--- config.mk ---
export PLATFORM = sky130hd
export DESIGN_NAME = dacseq_dma_regs
export DESIGN_NICKNAME = d
export VERILOG_FILES = /design/src/rtl/dacseq_pkg.sv /design/src/rtl/dacseq_conv_cnt.sv /design/src/rtl/dacseq_fill_level.sv /design/src/rtl/dacseq_dma_start.sv /design/src/rtl/dacseq_dma_regs.sv
export SDC_FILE = /design/constraint.sdc
export NUM_CORES = 1
export LEC_CHECK = 0
export ABC_AREA = 1
export ABC_CLOCK_PERIOD_IN_PS = 4900
export BUFFER_PORTS_ARGS = -buffer_cell sky130_fd_sc_hd__clkbuf_2
export CAP_MARGIN = 20
export CORE_UTILIZATION = 55
export CTS_CLUSTER_DIAMETER = 150
export DETAILED_ROUTE_END_ITERATION = 8
export PLACE_DENSITY = 0.77
export SLEW_MARGIN = 10
export SYNTH_ARGS = -nofsm -noshare
export SYNTH_HDL_FRONTEND = slang
export SYNTH_SLANG_ARGS = --single-unit
--- constraint.sdc ---
create_clock -name clk -period 4.9 [get_ports clk]
set_clock_uncertainty 0.05 [all_clocks]
set_input_delay 0.49 -clock clk [delete_from_list [all_inputs] [get_ports clk]]
set_output_delay 0.49 -clock clk [all_outputs]
set_load 0.02 [all_outputs]
--- src/rtl/dacseq_pkg.sv ---
package dacseq_pkg;
  localparam int unsigned REG_W = 32;
  localparam logic [3:0] OFS_CONV = 4'h0;
  localparam logic [3:0] OFS_FILL = 4'h4;
  localparam logic [3:0] OFS_BASE = 4'h8;
  localparam logic [3:0] OFS_LEN  = 4'hC;

  // Clear rule of the conversion counter, selected by mode.
  function automatic logic conv_clear_cond(logic frame_mode, logic start_conv,
                                           logic frame_trig, logic frame_err);
    return frame_mode ? (frame_trig & ~frame_err) : start_conv;
  endfunction

  // Next fill level in bytes; floor at zero.
  function automatic logic [REG_W-1:0] fill_step(logic [REG_W-1:0] cur, logic push,
                                                 logic pop, logic [REG_W-1:0] step);
    logic [REG_W-1:0] r;
    r = cur;
    if (push && !pop) r = cur + step;
    else if (pop && !push) r = (cur >= step) ? cur - step : '0;
    return r;
  endfunction
endpackage

--- src/rtl/dacseq_conv_cnt.sv ---
module dacseq_conv_cnt #(
  parameter int unsigned CNT_W = 28
) (
  input  logic             clk,
  input  logic             rst_n,
  input  logic             conv_done,
  input  logic             start_conv,
  input  logic             frame_mode,
  input  logic             frame_trig,
  input  logic             frame_err,
  output logic [CNT_W-1:0] cnt,
  output logic             clr_evt
);
  import dacseq_pkg::*;

  assign clr_evt = conv_clear_cond(frame_mode, start_conv, frame_trig, frame_err);

  always_ff @(posedge clk) begin
    if (!rst_n)         cnt <= '0;
    else if (clr_evt)   cnt <= '0;
    else if (conv_done) cnt <= cnt + 1'b1;
  end

  assert_clear_wins_R10: assert property (@(posedge clk) disable iff (!rst_n)
    clr_evt |=> cnt == '0);
  assert_count_step_R7: assert property (@(posedge clk) disable iff (!rst_n)
    (!clr_evt && conv_done) |=> cnt == CNT_W'($past(cnt) + 1'b1));
  assert_frame_hold_R9: assert property (@(posedge clk) disable iff (!rst_n)
    (frame_mode && !(frame_trig && !frame_err) && !conv_done) |=> $stable(cnt));
  assert_normal_hold_R8: assert property (@(posedge clk) disable iff (!rst_n)
    (!frame_mode && !start_conv && !conv_done) |=> $stable(cnt));
endmodule

--- src/rtl/dacseq_fill_level.sv ---
module dacseq_fill_level #(
  parameter int unsigned LVL_W            = 32,
  parameter int unsigned BYTES_PER_SAMPLE = 2
) (
  input  logic             clk,
  input  logic             rst_n,
  input  logic             push,
  input  logic             pop,
  output logic [LVL_W-1:0] level
);
  import dacseq_pkg::*;
  localparam logic [REG_W-1:0] STEP = REG_W'(BYTES_PER_SAMPLE);

  logic [REG_W-1:0] level_nxt;
  assign level_nxt = fill_step(REG_W'(level), push, pop, STEP);

  always_ff @(posedge clk) begin
    if (!rst_n) level <= '0;
    else        level <= level_nxt[LVL_W-1:0];
  end

  assert_fill_hold_R11: assert property (@(posedge clk) disable iff (!rst_n)
    (push && pop) |=> $stable(level));
  assert_fill_push_R11: assert property (@(posedge clk) disable iff (!rst_n)
    (push && !pop) |=> level == LVL_W'($past(level) + BYTES_PER_SAMPLE));
  assert_no_underflow_R12: assert property (@(posedge clk) disable iff (!rst_n)
    (pop && !push && level == '0) |=> level == '0);
endmodule

--- src/rtl/dacseq_dma_start.sv ---
module dacseq_dma_start #(
  parameter int unsigned ADDR_W = 32,
  parameter int unsigned LEN_W  = 28
) (
  input  logic              clk,
  input  logic              rst_n,
  input  logic              len_wr,
  input  logic              idle,
  input  logic [ADDR_W-1:0] base_q,
  input  logic [LEN_W-1:0]  len_in,
  output logic              start,
  output logic [ADDR_W-1:0] addr_lat,
  output logic [LEN_W-1:0]  len_lat
);
  logic accept;
  assign accept = len_wr & idle;

  always_ff @(posedge clk) begin
    if (!rst_n) begin
      start    <= 1'b0;
      addr_lat <= '0;
      len_lat  <= '0;
    end else begin
      start <= accept;
      if (accept) begin
        addr_lat <= base_q;
        len_lat  <= len_in;
      end
    end
  end

  assert_busy_no_start_R5: assert property (@(posedge clk) disable iff (!rst_n)
    (len_wr && !idle) |=> !start);
  assert_latch_stable_R6: assert property (@(posedge clk) disable iff (!rst_n)
    !accept |=> ($stable(addr_lat) && $stable(len_lat)));
  assert_start_capture_R4: assert property (@(posedge clk) disable iff (!rst_n)
    accept |=> (start && addr_lat == $past(base_q) && len_lat == $past(len_in)));
endmodule

--- src/rtl/dacseq_dma_regs.sv ---
module dacseq_dma_regs #(
  parameter int unsigned ADDR_W           = 4,
  parameter int unsigned CNT_W            = 28,
  parameter int unsigned LEN_W            = 28,
  parameter int unsigned LVL_W            = 32,
  parameter int unsigned BYTES_PER_SAMPLE = 2
) (
  input  logic              clk,
  input  logic              rst_n,
  input  logic              wr_en,
  input  logic [ADDR_W-1:0] addr,
  input  logic [31:0]       wdata,
  output logic [31:0]       rdata,
  input  logic              dma_idle,
  input  logic              conv_done,
  input  logic              start_conv,
  input  logic              frame_mode,
  input  logic              frame_trig,
  input  logic              frame_err,
  input  logic              fifo_push,
  input  logic              fifo_pop,
  output logic              dma_start,
  output logic [31:0]       dma_addr,
  output logic [LEN_W-1:0]  dma_len
);
  import dacseq_pkg::*;

  logic [31:0]      base_q;
  logic [LEN_W-1:0] len_q;
  logic             wr_base, wr_len;
  logic [CNT_W-1:0] conv_cnt;
  logic             conv_clr;
  logic [LVL_W-1:0] fill_lvl;

  assign wr_base = wr_en && (addr == ADDR_W'(OFS_BASE));
  assign wr_len  = wr_en && (addr == ADDR_W'(OFS_LEN));

  always_ff @(posedge clk) begin
    if (!rst_n) begin
      base_q <= '0;
      len_q  <= '0;
    end else begin
      if (wr_base) base_q <= wdata;
      if (wr_len)  len_q  <= wdata[LEN_W-1:0];
    end
  end

  dacseq_dma_start #(.ADDR_W(32), .LEN_W(LEN_W)) u_start (
    .clk(clk), .rst_n(rst_n), .len_wr(wr_len), .idle(dma_idle),
    .base_q(base_q), .len_in(wdata[LEN_W-1:0]),
    .start(dma_start), .addr_lat(dma_addr), .len_lat(dma_len)
  );

  dacseq_conv_cnt #(.CNT_W(CNT_W)) u_conv (
    .clk(clk), .rst_n(rst_n), .conv_done(conv_done), .start_conv(start_conv),
    .frame_mode(frame_mode), .frame_trig(frame_trig), .frame_err(frame_err),
    .cnt(conv_cnt), .clr_evt(conv_clr)
  );

  dacseq_fill_level #(.LVL_W(LVL_W), .BYTES_PER_SAMPLE(BYTES_PER_SAMPLE)) u_fill (
    .clk(clk), .rst_n(rst_n), .push(fifo_push), .pop(fifo_pop), .level(fill_lvl)
  );

  always_comb begin
    rdata = '0;
    if (addr == ADDR_W'(OFS_CONV))      rdata = 32'(conv_cnt);
    else if (addr == ADDR_W'(OFS_FILL)) rdata = 32'(fill_lvl);
    else if (addr == ADDR_W'(OFS_BASE)) rdata = base_q;
    else if (addr == ADDR_W'(OFS_LEN))  rdata = 32'(len_q);
  end

  assert_ro_conv_R13: assert property (@(posedge clk) disable iff (!rst_n)
    (wr_en && addr == ADDR_W'(OFS_CONV) && !conv_done && !conv_clr) |=> $stable(conv_cnt));
endmodule

### After elaboration in Yosys (flattened, before gate mapping)

Index checks and enable logic that the tools add are counted.

| operators by class | value |
|---|---|
| add/sub/neg operators | 3 |
| magnitude comparators | 1 |
| equality and inequality tests | 3 |
| multiplexer cells | 8 |
| bitwise logic cells | 4 |
| reductions and logical operators | 9 |

Operators with widths:

| operator | count |
|---|---|
| $mux W32 | 6 |
| $add A32 B2 Y32 const B | 1 |
| $ge A32 B2 Y1 const B | 1 |
| $sub A32 B2 Y32 const B | 1 |
| $add A28 B1 Y28 const B | 1 |
| $mux W28 | 1 |
| $eq A4 B4 Y1 const B | 2 |
| $eq A4 B3 Y1 const B | 1 |
| $logic_and A1 B1 Y1 | 4 |
| $logic_not A4 Y1 | 1 |
| $and A1 B1 Y1 | 2 |
| $logic_not A1 Y1 | 2 |
| $not A1 Y1 | 2 |
| $reduce_bool A2 Y1 | 1 |
| $reduce_or A2 Y1 | 1 |
| $mux W1 | 1 |

| storage, ports and cells | value |
|---|---|
| flip-flop bits (word level) | 181 |
| bits of input ports | 47 |
| output and inout bits | 93 |
| word-level logic and storage cells | 35 |

### Depth between registers and ports, before layout

| logic depth | value |
|---|---|
| word-level depth | 5 |
| depth in mapped cells | 12 |
| mapped depth without buffers | 12 |

### Cells and area by module

From an unflattened synthesis, not the netlist that was laid out.

| unflattened totals | value |
|---|---|
| cell total of the unflattened synthesis | 1,901 |
| area total of the unflattened synthesis | 11,343.4 µm² |

By module, submodules not included:

| module | instances | cells each | area an instance (µm²) | sequential area each (µm²) |
|---|---|---|---|---|
| dacseq_dma_regs | 1 | 669 | 3,896.2 | 1,201.2 |
| dacseq_fill_level | 1 | 609 | 3,367.0 | 620.6 |
| dacseq_dma_start | 1 | 384 | 2,493.6 | 1,221.2 |
| dacseq_conv_cnt | 1 | 239 | 1,586.5 | 560.5 |

### Worst setup path after synthesis

OpenSTA, ideal clock, no wires.

| path | value |
|---|---|
| path type | input to output |
| start point | in addr[1] |
| end point | out rdata[10] |
| data arrival time | 1.857 ns |
| data required time | 4.360 ns |
| slack | 2.503 ns |
| stages | 8 |
| buffers on the path | 1 |
| cells stage by stage | nor2_1 -> inv_1 -> nor2_2 -> inv_1 -> nor2_2 -> inv_1 -> clkbuf_1 -> o21ai_0 |

| between the ends | value |
|---|---|
| longest elaborated chain between the ends | 5 |
| elaborated cells between the ends (all ways) | 8 |
| those cells by class | eq/ne (3); mux (4); reduce/logical (1) |

RTL lines:

| item | RTL line | text |
|---|---|---|
| from (decl) | dacseq_dma_regs.sv:11 | `input logic [ADDR_W-1:0] addr,` |
| $eq A4 B4 Y1 | dacseq_dma_regs.sv:69 | `else if (addr == ADDR_W'(OFS_LEN)) rdata = 32'(len_q);` |
| $mux W28 | dacseq_dma_regs.sv:69 |  |
| $mux W32 | dacseq_dma_regs.sv:68 | `else if (addr == ADDR_W'(OFS_BASE)) rdata = base_q;` |
| $mux W32 | dacseq_dma_regs.sv:67 | `else if (addr == ADDR_W'(OFS_FILL)) rdata = 32'(fill_lvl);` |
| $mux W32 (*) | dacseq_dma_regs.sv:66 | `if (addr == ADDR_W'(OFS_CONV)) rdata = 32'(conv_cnt);` |
| to (decl) | dacseq_dma_regs.sv:13 | `output logic [31:0] rdata,` |

Every way passes the cells marked *; elsewhere a longest branch is shown, timed or not.

### Worst setup path in the final report

| path | value |
|---|---|
| start point | in addr[2] |
| end point | out rdata[2] |

The elaborated chain is that of the path after synthesis.

==> flow_metrics.tcl <==
set metrics [dict create \
    outcome "finished, final reports clean" \
    min_period_ps 3170 \
    port_buffers 139 \
    grtUsageTotal_pct 35.1 \
    hold_violations 0 \
    vias_per_cell 5.76 \
    netlist_area_mm2 0.00939 \
    irDropWorstVdd_v 0.000278 \
    cp_data_required_time_ps 4360 \
    syn-instance-count 1428 \
    maxCapViolCount 0 \
    setup_tns_ps 0 \
    cts_buffer_depth 2 \
    synth_seq_area_share_pct 38.4 \
    setup_viol 0 \
    synth_top_area_cell "dfxtp_1" \
    grt_max_degree 90 \
    ctsRootBufferMaster "clkbuf_16" \
    critPathLaunch "addr[2]" \
    clk_pin_slew_ps 90 \
    cts_hold_buffers 0 \
    post_cts_buffers 0 \
    avgSynthCellArea_um2 6.58 \
    fin_crit_sh_pct 64.7 \
    path_class "in -> out" \
    wire_per_inst_um 17.5 \
    dieArea_mm2 0.0176 \
    slew_viol_final 0 \
    rows 47 \
    yosysTopAreaCellShare_pct 38.4 \
    max_freq_mhz 315 \
    gp_congestion 1.03 \
    die_width_um 133 \
    synth_edf_count 0 \
    cp_cell_sequence "clkbuf_2 -> nor2_1 -> nand2_1 -> inv_2 -> a221oi_1 -> o21ai_0 -> clkbuf_2" \
    layout.nets 1561 \
    placeableCoreArea_mm2 0.0166 \
    hold_depth 3 \
    insertion_delay_ps 440 \
    antenna_found_initial 0 \
    reg2reg_to "u_fill.level[30]" \
    gr-total-overflow 0 \
    worstMarginPinSlew_ps 1110 \
    endpoint_kind "primary output" \
    endpoint "rdata[2]" \
    drive_above_1_share_pct 14.0 \
    synthArstFlopShare_pct 0 \
    rsz0062_at_grt "false" \
    regToRegSetupSlack_ps 2740 \
    cp_top_family "compound AO/OA/AOI/OAI gates" \
    rr_startpoint "u_fill.level[3]" \
    pre_cts_ws_ps 1640 \
    drt_iter0_drc 1068 \
    ys_top_cells_by_count "296 x nand2_1, 182 x nor2_1, 180 x dfxtp_1" \
    area_growth_pct 14.3 \
    p_total_uw 3560 \
    firstDrtPassIters 6 \
    worst-path-stages 7 \
    r2r.worst_path.cells 11 \
    path_buf_inv 3 \
    cp_slowest_stage_delay_ps 790 \
    slowest_stage "a221oi_1" \
    yosysMostFrequentCell "nand2_1" \
    hp-class "in -> reg" \
    place_area_mm2 0.0101 \
    vias 10051 \
    antenna_left 0 \
    hpwlAfterDp_um 22400 \
    grt_pass1_vias 9084 \
    critPathMaxFanout 28 \
    critPathMostFrequentCell "clkbuf_2" \
    synth_nets 1479 \
    start_util_pct 56.4 \
    cts_tree "built" \
    ys_ff_latch 180 \
    ioPinCount 140 \
    layout_setup_ws_ps 1730 \
    cts_repair_resize_count 0 \
    ys_types 37 \
    cellPowerDensity_mw_per_mm2 332 \
    die_h_um 133 \
    htree_levels 4 \
    grt_pass1_wl_um 48000 \
    numCtsBuffers 17 \
    yosys-top-cells-area "dfxtp_1 38%, nand2_1 12%, a21oi_1 7.8%" \
    design_area_mm2 0.0107 \
    start_kind "primary input" \
    ys.flop_type "dfxtp_1" \
    cp_data_arrival_time_ps 2630 \
    slew-limit-headroom_pct 26.0 \
    route.detailed.drc 0 \
    routed_wl_um 30600 \
    fill_cells 1565 \
    yosys_warnings 0 \
    leakagePower_uw 0.00442 \
    clock-sinks 180 \
]
where the power goes:
group	leakage, uW	internal (uW)	switching, uW
registers	0.00146	1510	80.5
logic	0.00265	154	346
clock network	0.000313	723	751
placed cells by master, fill, tap and decap left out, drive strengths merged:
cell type  instances
and2               1
o2111ai            4
a211oi             3
nor4               3
o22ai              8
nand3            106
nor3b              3
nor3              10
dfxtp            180
nand2            299
and3               1
a21oi            146
ha                 4
or2                1
a221oi            23
o221ai             1
clkbuf           155
clkinv             6
nor2             204
buf               10
xor2              24
nand4             13
diode              1
inv              157
a31oi             10
o21ai            151
worst min path at each step:
stage	start	to	slack, ps
final	wdata[15]	u_start.len_lat[15]	220
after floorplan	len_q[0]	len_q[0]	380
after global placement	len_q[24]	len_q[24]	400
after CTS	wdata[17]	u_start.len_lat[17]	220
after detailed placement	len_q[0]	len_q[0]	400
after global routing	wdata[17]	u_start.len_lat[17]	220
layout make-up:
class / instances / area (um2) / area share, %
clock buffers: 17 / 425 / 3.96
flip-flops and latches: 180 / 3600 / 33.6
multi-input cells: 1015 / 4870 / 45.3
inverters: 148 / 556 / 5.17
diodes: 1 / 2.50 / 0.0233
clock inverters: 15 / 225 / 2.10
repair buffers: 148 / 783 / 7.29
well taps: 220 / 275 / 2.56
worst reg2reg max path, stage by stage, from the launching register on:
cell	delay, ps
dfxtp_1	570
nand3_2	210
nor2_2	290
inv_1	180
nor2_1	330
nand2_1	100
nand2_1	60
nand2_1	50
nand2_1	50
nand3_1	80
nand2_1	70
inv_1	40
layer usage:
metal  vias up  routed length (um)  track usage, %
met1      4630               12500            44.8
met5         -                   0               0
met4         0                1140            15.5
met3        78                2760            8.24
li1       4862                   -               -
met2       481               14100            56.4
flip-flops by register name, indices dropped and copies added, names as in the netlist:
| name | flops |
|---|---|
| len_q | 28 |
| u_conv.cnt | 28 |
| u_start.len_lat | 28 |
| base_q | 32 |
| u_start.addr_lat | 32 |
| u_start.start | 1 |
| u_fill.level | 31 |
cell families after synthesis:
group	count (synthesis)	synth area share (%)
xor gates and xnor gates	24	2.24
and+or+nand+nor	641	29.2
adders and majority gates	4	0.533
DFF	180	38.4
AOI/OAI and AO/OA	346	19.9
buffers and inverters	233	9.84
stage by stage:
| step | std cells | hold slack, ps | utilization, % |
|---|---|---|---|
| after global placement | 1709 | 400 | 60.4 |
| after CTS | 1741 | 217 | 64.3 |
| after floorplan | 1428 | 380 | - |
| final | 1744 | 218 | 64.5 |
| after detailed placement | 1709 | 404 | 60.4 |
| after global routing | 1743 | 216 | 64.5 |
(Power assumes the default switching activity.)
